File: src/rtl/gpib_talk_pkg.sv
package gpib_talk_pkg;
  typedef enum logic [1:0] {
    ST_IDLE   = 2'd0,
    ST_RFD    = 2'd1,
    ST_SETTLE = 2'd2,
    ST_DAC    = 2'd3
  } talk_st_t;

  localparam logic [1:0] DLY_STD    = 2'b00;
  localparam logic [1:0] DLY_VSHORT = 2'b01;
endpackage

File: src/rtl/gpib_pin_sync.sv
module gpib_pin_sync #(
  parameter int W      = 2,
  parameter int STAGES = 2
) (
  input  logic         clk,
  input  logic         rst,
  input  logic [W-1:0] din,
  output logic [W-1:0] dout
);
  logic [W-1:0] stg [STAGES];

  for (genvar s = 0; s < STAGES; s++) begin : g_stage
    if (s == 0) begin : g_first
      always_ff @(posedge clk) begin
        if (rst) stg[0] <= '0;
        else     stg[0] <= din;
      end
    end else begin : g_next
      always_ff @(posedge clk) begin
        if (rst) stg[s] <= '0;
        else     stg[s] <= stg[s-1];
      end
    end
  end

  assign dout = stg[STAGES-1];
endmodule

File: src/rtl/gpib_t1_select.sv
module gpib_t1_select
  import gpib_talk_pkg::*;
#(
  parameter int TICKW     = 8,
  parameter int STD_FIRST = 20,
  parameter int STD_NEXT  = 5,
  parameter int VS_FIRST  = 11,
  parameter int VS_NEXT   = 4
) (
  input  logic [1:0]       mode,
  input  logic             first,
  input  logic [TICKW-1:0] user_ticks,
  output logic [TICKW-1:0] ticks
);
  logic [TICKW-1:0] u_full;
  logic [TICKW-1:0] u_half;

  always_comb begin
    u_full = (user_ticks == '0) ? TICKW'(1) : user_ticks;
    u_half = (u_full >> 1) == '0 ? TICKW'(1) : (u_full >> 1);
    if (mode == DLY_STD)
      ticks = first ? TICKW'(STD_FIRST) : TICKW'(STD_NEXT);
    else if (mode == DLY_VSHORT)
      ticks = first ? TICKW'(VS_FIRST) : TICKW'(VS_NEXT);
    else
      ticks = first ? u_full : u_half;
  end
endmodule

File: src/rtl/gpib_t1_timer.sv
module gpib_t1_timer #(
  parameter int DIVW  = 4,
  parameter int TICKW = 8
) (
  input  logic             clk,
  input  logic             rst,
  input  logic             start,
  input  logic [DIVW-1:0]  div,
  input  logic [TICKW-1:0] ticks,
  output logic             done
);
  logic [DIVW-1:0]  div_q;
  logic [DIVW-1:0]  pre;
  logic [TICKW-1:0] tk;
  logic             run;
  logic [DIVW-1:0]  div_eff;

  assign div_eff = (div == '0) ? DIVW'(1) : div;
  assign done    = run && (pre == '0) && (tk == '0);

  always_ff @(posedge clk) begin
    if (rst) begin
      run   <= 1'b0;
      pre   <= '0;
      tk    <= '0;
      div_q <= DIVW'(1);
    end else if (start) begin
      run   <= 1'b1;
      div_q <= div_eff;
      pre   <= div_eff - DIVW'(1);
      tk    <= ticks - TICKW'(1);
    end else if (run) begin
      if (pre == '0) begin
        if (tk == '0) begin
          run <= 1'b0;
        end else begin
          tk  <= tk - TICKW'(1);
          pre <= div_q - DIVW'(1);
        end
      end else begin
        pre <= pre - DIVW'(1);
      end
    end
  end

  AST_TMR_DONE_ONCE: assert property (@(posedge clk) disable iff (rst)
    done && !start |=> !done);
endmodule

File: src/rtl/gpib_talk_hs.sv
module gpib_talk_hs
  import gpib_talk_pkg::*;
#(
  parameter int DW        = 8,
  parameter int DIVW      = 4,
  parameter int TICKW     = 8,
  parameter int GAP_CYC   = 64,
  parameter int SYNC_STG  = 2,
  parameter int STD_FIRST = 20,
  parameter int STD_NEXT  = 5,
  parameter int VS_FIRST  = 11,
  parameter int VS_NEXT   = 4
) (
  input  logic             clk,
  input  logic             rst,
  input  logic             byte_valid,
  input  logic [DW-1:0]    byte_data,
  input  logic             byte_last,
  output logic             byte_rdy,
  input  logic [DIVW-1:0]  cfg_clk_div,
  input  logic [1:0]       cfg_dly_mode,
  input  logic [TICKW-1:0] cfg_user_ticks,
  input  logic             cfg_eos_en,
  input  logic [DW-1:0]    cfg_eos_char,
  input  logic             nrfd_n,
  input  logic             ndac_n,
  output logic [DW-1:0]    dio_n,
  output logic             dio_oe,
  output logic             dav_n,
  output logic             eoi_n
);
  localparam int GAPW = $clog2(GAP_CYC + 1);

  talk_st_t         st;
  logic [DW-1:0]    byte_q;
  logic             eoi_q;
  logic             data_oe;
  logic             dav;
  logic             eoi;
  logic             rdy;
  logic             first;
  logic [GAPW-1:0]  gap_cnt;
  logic [1:0]       pins_s;
  logic             rfd_s;
  logic             dac_s;
  logic             tmr_start;
  logic             tmr_done;
  logic [TICKW-1:0] ticks;
  logic             eos_hit;

  gpib_pin_sync #(.W(2), .STAGES(SYNC_STG)) u_sync (
    .clk (clk),
    .rst (rst),
    .din ({nrfd_n, ndac_n}),
    .dout(pins_s)
  );
  assign rfd_s = pins_s[1];
  assign dac_s = pins_s[0];

  gpib_t1_select #(
    .TICKW(TICKW), .STD_FIRST(STD_FIRST), .STD_NEXT(STD_NEXT),
    .VS_FIRST(VS_FIRST), .VS_NEXT(VS_NEXT)
  ) u_sel (
    .mode      (cfg_dly_mode),
    .first     (first),
    .user_ticks(cfg_user_ticks),
    .ticks     (ticks)
  );

  gpib_t1_timer #(.DIVW(DIVW), .TICKW(TICKW)) u_tmr (
    .clk  (clk),
    .rst  (rst),
    .start(tmr_start),
    .div  (cfg_clk_div),
    .ticks(ticks),
    .done (tmr_done)
  );

  assign eos_hit   = cfg_eos_en && (byte_data == cfg_eos_char);
  assign tmr_start = (st == ST_RFD) && rfd_s && !dac_s;

  always_ff @(posedge clk) begin
    if (rst) begin
      st      <= ST_IDLE;
      byte_q  <= '0;
      eoi_q   <= 1'b0;
      data_oe <= 1'b0;
      dav     <= 1'b0;
      eoi     <= 1'b0;
      rdy     <= 1'b1;
      first   <= 1'b1;
      gap_cnt <= '0;
    end else begin
      case (st)
        ST_IDLE: begin
          if (byte_valid) begin
            byte_q  <= byte_data;
            eoi_q   <= byte_last || eos_hit;
            rdy     <= 1'b0;
            gap_cnt <= '0;
            st      <= ST_RFD;
          end else if (gap_cnt == GAPW'(GAP_CYC - 1)) begin
            first <= 1'b1;
          end else begin
            gap_cnt <= gap_cnt + GAPW'(1);
          end
        end
        ST_RFD: begin
          if (tmr_start) begin
            data_oe <= 1'b1;
            eoi     <= eoi_q;
            st      <= ST_SETTLE;
          end
        end
        ST_SETTLE: begin
          if (tmr_done) begin
            dav <= 1'b1;
            st  <= ST_DAC;
          end
        end
        default: begin
          if (dac_s) begin
            dav     <= 1'b0;
            eoi     <= 1'b0;
            data_oe <= 1'b0;
            rdy     <= 1'b1;
            first   <= eoi;
            st      <= ST_IDLE;
          end
        end
      endcase
    end
  end

  assign byte_rdy = rdy;
  assign dio_oe   = data_oe;
  assign dio_n    = data_oe ? ~byte_q : '1;
  assign dav_n    = ~dav;
  assign eoi_n    = ~eoi;

  AST_RDY_DROP: assert property (@(posedge clk) disable iff (rst)
    byte_valid && byte_rdy |=> !byte_rdy);
  AST_DAV_NEEDS_DATA: assert property (@(posedge clk) disable iff (rst)
    !dav_n |-> dio_oe);
  AST_DAV_HOLDS: assert property (@(posedge clk) disable iff (rst)
    dav && !dac_s |=> dav);
  AST_EOI_WITH_DATA: assert property (@(posedge clk) disable iff (rst)
    !eoi_n |-> dio_oe);
  AST_DATA_STABLE: assert property (@(posedge clk) disable iff (rst)
    dio_oe |=> (!dio_oe || $stable(dio_n)));
  AST_T1_NONZERO: assert property (@(posedge clk) disable iff (rst)
    tmr_start |-> ticks != '0);
endmodule

File: config.mk
export PLATFORM = sky130hd
export DESIGN_NAME = gpib_talk_hs
export DESIGN_NICKNAME = d
export VERILOG_FILES = /design/src/rtl/gpib_talk_pkg.sv /design/src/rtl/gpib_pin_sync.sv /design/src/rtl/gpib_t1_select.sv /design/src/rtl/gpib_t1_timer.sv /design/src/rtl/gpib_talk_hs.sv
export SDC_FILE = /design/constraint.sdc
export NUM_CORES = 1
export LEC_CHECK = 0
export BUFFER_PORTS_ARGS = -buffer_cell sky130_fd_sc_hd__buf_2
export CELL_PAD_IN_SITES_DETAIL_PLACEMENT = 2
export CELL_PAD_IN_SITES_GLOBAL_PLACEMENT = 2
export CORE_MARGIN = 2
export CORE_UTILIZATION = 28
export CTS_CLUSTER_DIAMETER = 100
export DETAILED_ROUTE_END_ITERATION = 6
export GPL_ROUTABILITY_DRIVEN = 0
export GPL_TIMING_DRIVEN = 0
export PLACE_DENSITY_LB_ADDON = 0.1
export SLEW_MARGIN = 10
export SYNTH_ARGS = -nofsm -noshare
export SYNTH_HDL_FRONTEND = slang
export SYNTH_SLANG_ARGS = --single-unit
File: constraint.sdc
create_clock -name clk -period 2.6 [get_ports clk]
set_clock_uncertainty 0.05 [all_clocks]
set_input_delay 0.13 -clock clk [delete_from_list [all_inputs] [get_ports clk]]
set_output_delay 0.13 -clock clk [all_outputs]
set_load 0.05 [all_outputs]
==> results of run 1 <==
## layer usage
layer / GRT usage (%) / up-vias / part of all wire, %
met1: 22.5 / 1177 / 50
met3: 3.25 / 5 / 2.7
met2: 27.5 / 30 / 47
li1: - / 1215 / -
met5: 0 / - / 0
met4: 3.36 / 0 / 0.71
## registers in the layout, indices dropped and copies added (netlist names)
register / cells
eoi_q: 1
gap_cnt: 7
dav: 1
byte_q: 8
u_sync.stg: 4
u_tmr.pre: 4
u_tmr.run: 1
dio_oe: 1
first: 1
eoi: 1
u_tmr.div_q: 4
u_tmr.tk: 8
st: 2
byte_rdy: 1
## worst max-delay path: stages, from the launching register on
cell and delay (ns):
dfxtp_2 0.36, inv_2 0.05, ha_4 0.17, nand3b_1 0.15, buf_6 0.13, buf_6 0.14
a21oi_1 0.06, a21oi_1 0.13, ha_2 0.19, inv_2 0.05, a221oi_4 0.25, nand4_1 0.16
or4b_1 0.52, nand3_1 0.07
## through the flow
stage	setup TNS [ns]	std cells	worst slack [ns]	hold slack, ns
6_report	0	477	0.0532	0.0377
5_1_grt	-0.109	477	-0.109	0.0355
4_1_cts	0	473	0.00717	0.0297
3_5_place_dp	-1.02	459	-0.476	0.305
3_3_place_gp	-0.764	459	-0.430	0.287
2_1_floorplan	0	306	0.0518	0.208
## placed cells by master, fill, tap and decap left out, types with 4 or more instances in the layout
cell      count
nor4_1        4
nand2_1      50
a21oi_1      30
nand4_1       4
nor2_1       21
xor2_1        5
o21ai_0      13
inv_1         6
xnor2_1      11
buf_6         4
dfxtp_1      41
a211oi_1      5
mux2i_1       7
nand3_1       9
clkbuf_8      6
buf_2        51
nor2b_1      11
ha_1          5
buf_4        10
nor3_1       14
clkbuf_1      8
## power by group through the flow
stage	registers [W]	logic [W]	clock network, W
6_report	0.000790	0.000711	0.000470
5_1_grt	0.000800	0.000800	0.000514
4_1_cts	0.000789	0.000701	0.000492
3_5_place_dp	0.000802	0.000648	0
3_3_place_gp	0.000798	0.000632	0
2_1_floorplan	0.000814	0.000432	0
## synthesized netlist by cell type, types with 2 or more instances
master | number | area share [%]
nor3_1 | 14 | 2.9
a221o_1 | 2 | 0.83
a21oi_1 | 31 | 6.4
o31ai_1 | 2 | 0.62
nor2_1 | 21 | 3.3
xnor2_1 | 11 | 4.0
buf_2 | 5 | 1.0
o22ai_1 | 2 | 0.52
dfxtp_1 | 44 | 36
a211oi_1 | 6 | 1.9
nand3_1 | 9 | 1.9
xor2_1 | 5 | 1.8
nor2b_1 | 11 | 2.8
nand4_1 | 4 | 1.0
nand3b_1 | 2 | 0.62
ha_1 | 7 | 3.6
a32oi_1 | 2 | 0.72
and2_1 | 3 | 0.78
mux2i_1 | 7 | 2.9
or4_1 | 2 | 0.62
and3_1 | 2 | 0.52
nor4_1 | 4 | 1.0
nand2b_1 | 2 | 0.52
a31oi_1 | 4 | 1.0
o21a_1 | 2 | 0.62
nand2_1 | 50 | 7.8
clkbuf_1 | 9 | 1.4
inv_1 | 8 | 1.2
or2_2 | 2 | 0.52
o21ai_0 | 14 | 2.9
and3b_1 | 2 | 0.72
## how the worst max path moves through the flow
stage	startpoint	to	cells after the start
after floorplan	st[1]	u_tmr.tk[6]	13
after global placement	st[1]	u_tmr.tk[6]	13
after detailed placement	st[1]	u_tmr.tk[6]	13
after CTS	first	u_tmr.tk[6]	11
after global routing	st[1]	u_tmr.tk[6]	12
final	st[1]	u_tmr.tk[6]	13
## timing repair
item | CTS | global route
resized for setup | 21 | 2
hold buffers | 2 | 0
pin swaps | 6 | 3
hold endpoints to repair | 2 | 0
setup buffers | 5 | 4
setup endpoints to repair | 8 | 4
## cell type report
cell class / instances / area [sq um] / share of cell area [%]
Clock inverter: 2 / 13.8 / 0.451
Tap cell: 105 / 131 / 4.31
Timing Repair Buffer: 59 / 328 / 10.7
Sequential cell: 44 / 885 / 29.0
Multi-Input combinational cell: 237 / 1480 / 48.6
Buffer: 16 / 97.6 / 3.20
Inverter: 8 / 30.0 / 0.984
Clock buffer: 6 / 82.6 / 2.71
## logic make-up (layout without fill, tap and decap cells)
logic type	Yosys count	after routing	synth area share, %
buffers and inverters	25	91	4.60
muxes	8	8	3.36
xor gates and xnor gates	16	16	5.79
and+or+nand+nor	132	132	27.0
DFF	44	44	36.4
adders and majority gates	7	7	3.62
AOI/OAI and AO/OA	74	74	19.2
==> flow_summary.ini, run 1 <==
[sta]
min_period_ns = 2.55
timing.fmax_ghz = 0.393
finalSetupViolations = 0
rsz0062_at_grt = yes
worstMarginPinSlew_ns = 0.653
slew_violations = 0
slew_headroom_pct = 56.4
post-route-period-util_pct = 98.0
hold_viol_final = 0

[power]
switchingPower_w = 0.000733
power_frac_comb_pct = 36.1
total_power_w = 0.00197
intPower_w = 0.00124
p_per_area_nw_per_um2 = 646
p_leak_nw = 1.23
clkPwrFrac_pct = 23.8
peakVddDrop_mv = 0.421
swShare_pct = 37.2
seqPwrFrac_pct = 40.1

[cts]
root_buffer = clkbuf_8
cts.path.max_buffers = 2
htree_levels = 2
cts.reportedPaths.clkPinSlew_ns = 0.09
cts_inserted_buffers = 5
insertion_delay_ns = 0.30
clock_sinks = 44
cts_tree = yes

[routing]
first_iter_violations = 44
routed_via_density = 5.09
vias = 2427
drc_errors = 0
wirelength_microns = 7650
drtAntennaViolNets = 0
dr.pass1.iters = 4
wl_per_cell_microns = 16.0

[grt]
grt_max_degree = 15
first_global_vias = 2607
gr-total-overflow = 0
antenna_found_initial = 0
grt_pass1_wl_microns = 12900
grt_util_all_layers_pct = 16.6

[layout]
drive_above_1_share_pct = 24.5
fill_cells = 973
antennaDiodeCount = 0
area_delta_synth_final_pct = 26.2
final_util_pct = 36.8
fin_area_sq_um = 3050
fin_nets = 415

[synthesis]
ys_types = 48
synth_edf_count = 0
ys_seq_area_share_pct = 36.4
ys_seq_elements = 44
syn_avg_cell_area_sq_um = 7.90
yosysWarnings = 0
async_flop_share_pct = 0
synth_cells = 306
ys.flop_type = dfxtp_1
syn_area_sq_um = 2420
synth_fp_nets = 350

[setup_path]
cp_data_required_time_ns = 2.80
crit_path_max_fanout = 10
cp-end-kind = register
worstRegToRegCells = 13
worstSetupStartpointType = register
crit_type = register to register
rr_endpoint = u_tmr.tk[6]
worstPathArrival_ns = 2.75
r2r_setup_slack_ns = 0.05
reg2reg_from = st[1]

[floorplan]
ioPinCount = 49
fp.dieW_microns = 96.9
dieHeight_microns = 96.9
design.core.area_sq_um = 8300
num_rows = 33
initial_core_util_pct = 29.1
die_area_sq_um = 9400

[worst_hold_path]
min_from = byte_data[0]
hold_depth = 3
min_to = byte_q[0]
worstHoldPathType = input port to register

[job]
max_cap_viol_count = 0

[place]
place_area_sq_um = 2790
port_buffers = 48
dp_hpwl_microns = 5910

[status]
status = complete, no violations
(Power assumes the default switching activity.)
==> inputs of run 2 (changes only) <==
HOLD_SLACK_MARGIN = 0.05   (was unset)
==> run 2 against run 1 <==
Net effect: clock power hardly changed; largest cell class unchanged; worst hold slack better by 0.018 ns; sequential power hardly changed; setup slack hardly changed; highest routed layer unchanged; via count is 0.74% higher; clock-buffer cell count stayed put.
==> flow_summary.ini, run 2 (synthesis gave the netlist of run 1 again) <==
[worst_hold_path]
min_from = byte_data[7]
min_to = byte_q[7]
worstHoldPathType = input port to register
hold_depth = 3

[cts]
cts_inserted_buffers = 5
htree_levels = 2
cts_tree = yes
root_buffer = clkbuf_8
cts.reportedPaths.clkPinSlew_ns = 0.09
insertion_delay_ns = 0.30
clock_sinks = 44
cts.path.max_buffers = 2

[grt]
first_global_vias = 2636
grt_max_degree = 15
met2_usage_pct = 28.0
gr-total-overflow = 0
grt_pass1_wl_microns = 13100
grt_util_all_layers_pct = 16.9
gr-usage-met1_pct = 22.8
antenna_found_initial = 0
use_met3_pct = 3.25
gr-max-usage-layer = met2

[routing]
vias = 2445
drc_errors = 0
drtAntennaViolNets = 0
first_iter_violations = 35
routed_via_density = 5.06
wirelength_microns = 7770
wl_per_cell_microns = 16.1
dr.pass1.iters = 4

[sta]
post-route-period-util_pct = 97.9
slew_violations = 0
holdWs_ns = 0.0555
timing.fmax_ghz = 0.393
rsz0062_at_grt = yes
worstMarginPinSlew_ns = 0.651
min_period_ns = 2.55
slew_headroom_pct = 56.6
finalSetupViolations = 0
hold_viol_final = 0

[floorplan]
die_area_sq_um = 9400
design.core.area_sq_um = 8300
fp.dieW_microns = 96.9
ioPinCount = 49
dieHeight_microns = 96.9
num_rows = 33
initial_core_util_pct = 29.1

[setup_path]
slowest_stage = or4b_1
path_buf_inv = 4
reg2reg_from = st[1]
path_cells = inv_2 > ha_4 > nand3b_1 > buf_6 > buf_6 > a21oi_1 > a21oi_1 > ha_2 > inv_2 > a221oi_4 > nand4_1 > or4b_1 > nand3_1
critPathMaxStageDelay_ns = 0.52
worstPathArrival_ns = 2.75
r2r_setup_slack_ns = 0.05
crit_type = register to register
worstRegToRegCells = 13
cp_data_required_time_ns = 2.80
rr_endpoint = u_tmr.tk[6]
cp-end-kind = register
crit_path_max_fanout = 10
crit_family = simple AND/OR/NAND/NOR gates
worstSetupStartpointType = register

[layout]
top_regs = byte_q x8, u_tmr.tk x8, gap_cnt x7
mostFrequentLayoutCell = buf_2
area_delta_synth_final_pct = 28.7
fin_nets = 421
multi_input_area_sq_um = 1480
layout_common_cells = buf_2 (51), nand2_1 (50), dfxtp_1 (41)
final_util_pct = 37.5
regArea_sq_um = 885
drive_above_1_share_pct = 24.1
antennaDiodeCount = 0
fill_cells = 969

[power]
p_per_area_nw_per_um2 = 636
peakVddDrop_mv = 0.421
p_leak_nw = 1.26

[status]
status = complete, no violations

[place]
port_buffers = 48
dp_hpwl_microns = 5910

[job]
max_cap_viol_count = 0
## run 2: cell count changes in the layout (fill, tap and decap cells not counted), sizes merged
cell         delta
dlygate4sd3     +6
## run 2: through the flow
stage	cell area [sq um]	setup TNS, ns	setup slack (ns)	total power [W]	instances
after global placement	2790	-0.764	-0.430	0.00143	459
after detailed placement	2790	-1.02	-0.476	0.00145	459
final	3110	0	0.0534	0.00198	483
after CTS	3080	0	0.00717	0.00199	479
after global routing	3110	-0.109	-0.109	0.00212	483
after floorplan	2420	0	0.0518	0.00125	306
## run 2: worst max-delay path by stage
stage / from / endpoint / cells past startpoint
3_5_place_dp: st[1] / u_tmr.tk[6] / 13
3_3_place_gp: st[1] / u_tmr.tk[6] / 13
4_1_cts: first / u_tmr.tk[6] / 11
6_report: st[1] / u_tmr.tk[6] / 13
2_1_floorplan: st[1] / u_tmr.tk[6] / 13
5_1_grt: st[1] / u_tmr.tk[6] / 12
## run 2: what timing repair did
item / CTS / global route
pin swaps: 6 / 3
setup endpoints to repair: 8 / 4
endpoints found under the hold margin: 8 / 0
gates resized for setup: 21 / 2
hold buffers: 8 / 0
setup buffers: 5 / 4
cloned: 0 / 0
## run 2: area by class of cell
| type | count | area share [%] |
|---|---|---|
| sequential | 44 | 28.4 |
| tap | 105 | 4.22 |
| buffer | 16 | 3.14 |
| multi-input combinational | 237 | 47.7 |
| clock buffer | 6 | 2.65 |
| timing repair buffer | 65 | 12.5 |
| inverter | 8 | 0.965 |
| clock inverter | 2 | 0.442 |
## run 2: tightest hold or removal path, cell delays in order
cell	delay, ns
buf_2	0.12
nand2_1	0.06
a21oi_1	0.05
## run 2: per-layer routing
metal / vias up / wire, microns
met5: - / 0
met3: 5 / 202
met2: 30 / 3660
met1: 1182 / 3850
li1: 1228 / -
met4: 0 / 54
## run 2: power by group
part	leakage, nW	internal, W	switching (W)
clock network	0.0516	0.000218	0.000253
logic	0.847	0.000285	0.000435
registers	0.358	0.000742	0.0000480
total	1.26	0.00124	0.000736
